### src/rtl/scanline_event_timer.sv
module scanline_event_timer #(
  parameter int DATA_W      = 8,
  parameter int SYNC_STAGES = 2
) (
  input  logic              clk,
  input  logic              rst_n,
  input  logic [DATA_W-1:0] cpu_wdata,
  input  logic              wr_preload,
  input  logic              wr_load,
  input  logic              wr_irq_off,
  input  logic              wr_irq_on,
  input  logic              wr_src,
  input  logic              addr_line,
  input  logic              hsync,
  output logic              irq,
  output logic              running,
  output logic [DATA_W-1:0] count
);
  localparam logic [DATA_W-1:0] ONE  = DATA_W'(1);
  localparam logic [DATA_W-1:0] ZERO = '0;

  logic [SYNC_STAGES-1:0] a_sr, h_sr;
  logic                   a_prev, h_prev;
  logic                   a_fall, h_fall, ev;
  logic [DATA_W-1:0]      preload_q, cnt_q;
  logic                   run_q, pend_q, en_q, src_q;

  always_ff @(posedge clk or negedge rst_n)
    if (!rst_n) begin
      a_sr   <= '0;
      h_sr   <= '0;
      a_prev <= 1'b0;
      h_prev <= 1'b0;
    end else begin
      a_sr   <= (a_sr << 1) | SYNC_STAGES'(addr_line);
      h_sr   <= (h_sr << 1) | SYNC_STAGES'(hsync);
      a_prev <= a_sr[SYNC_STAGES-1];
      h_prev <= h_sr[SYNC_STAGES-1];
    end

  assign a_fall = a_prev & ~a_sr[SYNC_STAGES-1];
  assign h_fall = h_prev & ~h_sr[SYNC_STAGES-1];
  assign ev     = src_q ? h_fall : a_fall;

  always_ff @(posedge clk or negedge rst_n)
    if (!rst_n) begin
      preload_q <= ZERO;
      cnt_q     <= ZERO;
      run_q     <= 1'b0;
      pend_q    <= 1'b0;
      en_q      <= 1'b0;
      src_q     <= 1'b0;
    end else begin
      if (wr_preload) preload_q <= cpu_wdata;
      if (wr_src)     src_q     <= cpu_wdata[0];
      if (wr_irq_off)     en_q <= 1'b0;
      else if (wr_irq_on) en_q <= 1'b1;
      if (wr_load) begin
        cnt_q  <= preload_q;
        run_q  <= (preload_q != ZERO);
        pend_q <= (preload_q == ZERO);
      end else if (run_q && ev) begin
        cnt_q <= cnt_q - ONE;
        if (cnt_q == ONE) begin
          run_q  <= 1'b0;
          pend_q <= 1'b1;
        end
      end
      if (wr_irq_off) pend_q <= 1'b0;
    end

  assign irq     = pend_q & en_q;
  assign running = run_q;
  assign count   = cnt_q;

  AST_LOAD_COPIES: assert property (@(posedge clk) disable iff (!rst_n)
    wr_load |=> cnt_q == $past(preload_q));
  AST_DEC_BY_ONE: assert property (@(posedge clk) disable iff (!rst_n)
    run_q && ev && !wr_load |=> cnt_q == $past(cnt_q) - ONE);
  AST_IDLE_HOLDS: assert property (@(posedge clk) disable iff (!rst_n)
    !run_q && !wr_load |=> $stable(cnt_q));
  AST_PEND_SOURCE: assert property (@(posedge clk) disable iff (!rst_n)
    $rose(pend_q) |-> $past(wr_load) || $past(run_q && cnt_q == ONE));
  AST_OFF_QUIETS: assert property (@(posedge clk) disable iff (!rst_n)
    wr_irq_off |=> !irq && !pend_q);
  AST_ON_ENABLES: assert property (@(posedge clk) disable iff (!rst_n)
    wr_irq_on && !wr_irq_off && pend_q && !wr_load |=> irq);
  AST_ZERO_LOAD: assert property (@(posedge clk) disable iff (!rst_n)
    wr_load && preload_q == ZERO && !wr_irq_off |=> pend_q && !run_q);
endmodule

### config.mk
export PLATFORM = sky130hd
export DESIGN_NAME = scanline_event_timer
export DESIGN_NICKNAME = d
export VERILOG_FILES = /design/src/rtl/scanline_event_timer.sv
export SDC_FILE = /design/constraint.sdc
export NUM_CORES = 1
export LEC_CHECK = 0
export ABC_AREA = 1
export CAP_MARGIN = 30
export CORE_ASPECT_RATIO = 2
export CORE_MARGIN = 3
export CORE_UTILIZATION = 49
export DETAILED_ROUTE_END_ITERATION = 8
export GPL_TIMING_DRIVEN = 1
export PLACE_DENSITY = 0.77
export SLEW_MARGIN = 20
export SYNTH_ARGS = -nofsm -noshare
export SYNTH_HDL_FRONTEND = slang
export SYNTH_SLANG_ARGS = --single-unit
### constraint.sdc
create_clock -name clk -period 1.8 [get_ports clk]
set_clock_uncertainty 0.15 [all_clocks]
set_input_delay 0.27 -clock clk [delete_from_list [all_inputs] [get_ports clk]]
set_output_delay 0.27 -clock clk [all_outputs]
set_load 0.05 [all_outputs]
==> results.toml, run 1 <==
[route]
firstDrtPassIters = 4
drc_errors = 0
wl_mm = 2.55
vias_per_cell = 5.14
drtAntennaViolNets = 0
drtIter0Drc = 16
vias = 1048
post_drt_wl_per_cell_um = 12.5

[place]
dp_cells = 200
dpl.hpwl_mm = 2.11
port_buffers = 26
gp_congestion = 0.837

[pwr]
leakage_nw = 0.805
power_density_nw_per_um2 = 1050
ir_drop_uv = 620
total_power_mw = 1.72

[timing]
rsz0062_at_grt = "false"
setup_violations = 0
slew_viol_final = 0
hold_ws_ns = 0.208
worstMarginPinSlew_ns = 0.337
fmax_ghz = 0.679
tns_ns = 0
finalCritPeriodShare_pct = 81.9
layout_min_cycle_time_ns = 1.47
relSlewSlack_pct = 77.4
finalHoldViolCount = 0

[clock_tree]
cts_buffers = 3
post_cts_buffers = 0
clk_latency_ns = 0.26
cts-hold-fix-buffers = 0
clkTransAtPathRegs_ns = 0.09
h-tree-depth = 1
clk_path_buf_depth = 2
root_buffer = "clkbuf_8"
cts_resized = 0
cts_sinks = 26
cts_tree = "done"

[floorplanning]
die_w_um = 42.1
die_y_um = 78.2
rows = 25
core_um2 = 2410
io_pins = 27
start_util_pct = 53.0
die_area_um2 = 3290

[cells_and_area]
drive_gt1_share_pct = 20.3
layout_commonest_cell = "nand2_1"
regArea_um2 = 651
multi_input_area_um2 = 551
nNetsFinal = 197
fin_util_pct = 67.8
syn2layout_area_growth_pct = 28.0
fillCellCount = 199
instances_no_fill = 204
antenna_cells = 0
layout_common_cells = "nand2_1, dfrtp_1, nor2_1, clkdlybuf4s50_1, inv_1"

[synth]
synth_sequential_area_ratio_pct = 51.0
ys_types = 19
yosys.area.top_type = "dfrtp_1"
yosys_warnings = 0
synth_area_um2 = 1280
syn-num-nets = 166
ys_top_cells_by_area = "dfrtp_1, nand2_1, mux2_2"
postSynthAreaPerCell_um2 = 8.68
synthCells = 147
ys_ff_latch = 26
synth_top_area_share_pct = 51.0

[min_path]
min_path_type = "in -> async"

[global_route]
grt_pass1_vias = 1068
grt_pass1_wl_mm = 4.29
grt_max_degree = 27
overflow = 0
antenna_found_initial = 0
grt.total_usage_pct = 17.0

[worst_setup_path]
endpoint_kind = "flip-flop"
critPathArrivalTime_ns = 1.47
critPathRequiredTime_ns = 1.80
critPathKind = "reg -> reg"
critPathMaxFanout = 4
start_kind = "flip-flop"

[job]
maxCapViolCount = 0

[outcome]
status = "completed"
==> final cells by class <==
cell class                 instances  share of cell area, %
sequential                        26                   39.8
multi-input combinational        102                   33.7
timing repair buffer              28                   16.1
inverter                          17                   3.98
clock buffer                       3                   2.53
tap                               27                   2.07
clock inverter                     1                   1.84
==> flip-flops by register name, summed over array words and instances, names as in the netlist <==
| signal | count |
|---|---|
| pend_q | 1 |
| h_sr | 2 |
| src_q | 1 |
| h_prev | 1 |
| count | 8 |
| en_q | 1 |
| a_sr | 2 |
| running | 1 |
| preload_q | 8 |
| a_prev | 1 |
==> layer usage <==
metal	vias up	track usage [%]	part of all wire (%)
li1	515	-	-
met5	-	0	0
met4	0	13.1	4.0
met2	32	31.5	58
met1	491	15.9	34
met3	10	2.06	3.7
==> per-stage QoR <==
step           setup WS (ns)  instance area (µm²)
2_1_floorplan          0.127                 1280
3_3_place_gp           0.232                 1560
3_5_place_dp           0.176                 1560
4_1_cts                0.305                 1630
5_1_grt                0.184                 1630
6_report               0.326                 1630
==> critical path, stage by stage (launching register included) <==
cell     delay (ns)
dfrtp_1        0.41
inv_1          0.15
ha_1           0.26
nand4_1        0.14
nand2_1        0.08
nand2_1        0.05
nand2_1        0.05
nand3_1        0.07
==> cells by family after synthesis <==
family	count (synthesis)	share of synthesized area [%]
adders and majority gates	2	1.96
buffers and inverters	19	5.88
AOI/OAI and AO/OA	6	2.84
muxes	8	7.06
DFF	26	51.0
xor gates and xnor gates	3	2.06
and+or+nand+nor	83	29.2
==> final timing paths <==
kind | from | to | slack (ns) | cells after the start
worst max-delay path | count[0] | count[6] | 0.33 | 7
max in group asynchronous | rst_n | count[2] | 1.04 | 2
min in group clk | a_sr[0] | a_sr[1] | 0.22 | 0
worst min register to register | a_sr[0] | a_sr[1] | 0.22 | 0
worst min-delay path | rst_n | en_q | 0.21 | 2
worst max register to register | count[0] | count[6] | 0.33 | 7
==> synth_stat cells (all sizes together) <==
cell    count
dfrtp      26
mux2        8
nand2      51
nand3      13
nand4       1
buf         2
o21ai       5
xor2        3
o21bai      1
ha          2
clkinv      1
nor2       18
inv        16
==> power by group <==
| part | switching [mW] | internal [mW] | total (mW) | leakage [nW] |
|---|---|---|---|---|
| clock | 0.172 | 0.297 | 0.469 | 0.0357 |
| sequential | 0.0711 | 0.651 | 0.722 | 0.309 |
| combinational | 0.334 | 0.197 | 0.531 | 0.461 |
| total | 0.578 | 1.15 | 1.72 | 0.805 |
(Power assumes the default switching activity.)
==> inputs of run 2 (changes only) <==
Settings changed: CORE_UTILIZATION 49 to 45, PLACE_DENSITY 0.77 to 0.75.
Clock period 1.8 ns to 1.3 ns, I/O delays scaled along.
==> run 2 against run 1 <==
  * The flow now finishes with violations (negative setup slack)
  * Fmax rose by 8.7%
  * Cell count rose by 12%
  * Non-clock buffer count rose by 23
  * Die area rose by 7.9%
  * Sequential share of layout area fell by 7.5 points
  * Power rose by 67%
  * Routed wire length rose by 20%
  * Setup slack got worse by 0.38 ns
  * Global-route usage rose by 2.3 points
  * Clock power rose by 38%
==> results.toml, run 2 (synthesized netlist as in run 1, its figures left out) <==
[floorplanning]
rows = 26
die_y_um = 81.3
io_pins = 27
start_util_pct = 48.4
die_w_um = 43.7
core_um2 = 2640
die_area_um2 = 3550

[route]
drtAntennaViolNets = 0
wl_mm = 3.06
post_drt_wl_per_cell_um = 13.4
vias = 1119
drc_errors = 0
drtIter0Drc = 8
vias_per_cell = 4.91
firstDrtPassIters = 4

[place]
dpl.hpwl_mm = 2.25
dp_slack_ns = -0.154
port_buffers = 26
gp_congestion = 0.850

[clock_tree]
cts_buffers = 3
clk_path_buf_depth = 2
cts_sinks = 26
clk_latency_ns = 0.26
h-tree-depth = 1
cts_tree = "done"
root_buffer = "clkbuf_8"
clkTransAtPathRegs_ns = 0.09

[worst_setup_path]
crit_buf_inv = 4
rr_worst_depth = 8
regToRegEndpoint = "count[5]"
slowest_delay_ns = 0.42
reg2reg_from = "count[1]"
crit_slowest_cell = "dfrtp_2"
cp_top_family = "buffers and inverters"
start_kind = "flip-flop"
r2r_setup_slack_ns = -0.06
critPathKind = "reg -> reg"
critPathMaxFanout = 3
critPathRequiredTime_ns = 1.30
endpoint_kind = "flip-flop"
crit_chain = "inv_4, buf_4, buf_4, buf_4, nand3_2, nand2_1, nand2_1, nand3_1"
path_common_cell = "buf_4"
critPathArrivalTime_ns = 1.35

[cells_and_area]
regArea_um2 = 662
multi_input_area_um2 = 623
nNetsFinal = 220
antenna_cells = 0
fillCellCount = 171
fin_util_pct = 77.8
layout_common_cells = "nand2_1, dfrtp_1, buf_4"
drive_gt1_share_pct = 43.0
layout_commonest_cell = "nand2_1"
syn2layout_area_growth_pct = 60.7

[timing]
setup_violations = 9
rsz0062_at_grt = "true"
finalCritPeriodShare_pct = 104
tns_ns = -0.282
setup_slack_ns = -0.0554
fmax_ghz = 0.738
relSlewSlack_pct = 87.3
worstMarginPinSlew_ns = 0.188
finalHoldViolCount = 0
slew_viol_final = 0
layout_min_cycle_time_ns = 1.36

[min_path]
min_path_type = "in -> async"

[outcome]
violations = "negative setup slack"
status = "finished with violations"

[global_route]
grt_pass1_wl_mm = 5.06
overflow = 0
grt_max_degree = 27
antenna_found_initial = 0
grt.total_usage_pct = 19.2
grt_pass1_vias = 1182

[pwr]
ir_drop_uv = 1080
leakage_nw = 0.962
power_density_nw_per_um2 = 1410

[job]
maxCapViolCount = 0
run 2: changes by cell type in the layout (fill, tap and decap cells not counted), sizes merged:
cell	change
buf	+23
run 2: timing repair:
action                                  4_1_cts  5_1_grt
hold buffers                                  0        0
endpoints found under the setup margin       13       16
pin swaps                                     6       11
resized for setup                            10       13
buffers inserted                              7        6
run 2: power by group:
part           leakage (nW)  total [mW]  switching, mW  internal (mW)
registers             0.299        1.04          0.126          0.912
logic                 0.627        1.20          0.583          0.614
clock network        0.0357       0.649          0.238          0.411
run 2: how the worst max path moves through the flow:
stage,start,to,cells past startpoint
after floorplan,count[0],count[2],5
after global placement,wr_preload,preload_q[0],3
after detailed placement,wr_preload,preload_q[7],3
after CTS,count[0],count[0],2
after global routing,count[2],running,8
final,count[1],count[5],8
run 2: layer usage:
| metal | GRT usage [%] | wire length [µm] |
|---|---|---|
| met1 | 18.9 | 1040 |
| met5 | 0 | 0 |
| met3 | 1.33 | 63 |
| met2 | 37.0 | 1870 |
| met4 | 11.2 | 89 |
run 2: stage by stage:
| stage | hold WS, ns | instance area, µm² | instances | power, mW |
|---|---|---|---|---|
| 2_1_floorplan | -0.251 | 1320 | 147 | 1.55 |
| 3_3_place_gp | 0.184 | 1830 | 213 | 2.03 |
| 3_5_place_dp | 0.197 | 1830 | 213 | 2.06 |
| 4_1_cts | 0.128 | 1970 | 222 | 2.79 |
| 5_1_grt | 0.130 | 2050 | 228 | 3.04 |
| 6_report | 0.127 | 2050 | 228 | 2.88 |
run 2: final cells by class:
class / instances / area share [%]
inverter: 17 / 3.54
tap: 28 / 1.71
clock inverter: 1 / 1.46
sequential: 26 / 32.3
clock buffer: 3 / 2.01
multi-input combinational: 102 / 30.4
timing repair buffer: 51 / 28.6
run 2: worst reg2reg max path: stages, from the launching register on:
cell and delay, ns:
dfrtp_2 0.42, inv_4 0.06, buf_4 0.12, buf_4 0.12, buf_4 0.13, nand3_2 0.06
nand2_1 0.04, nand2_1 0.06, nand3_1 0.07
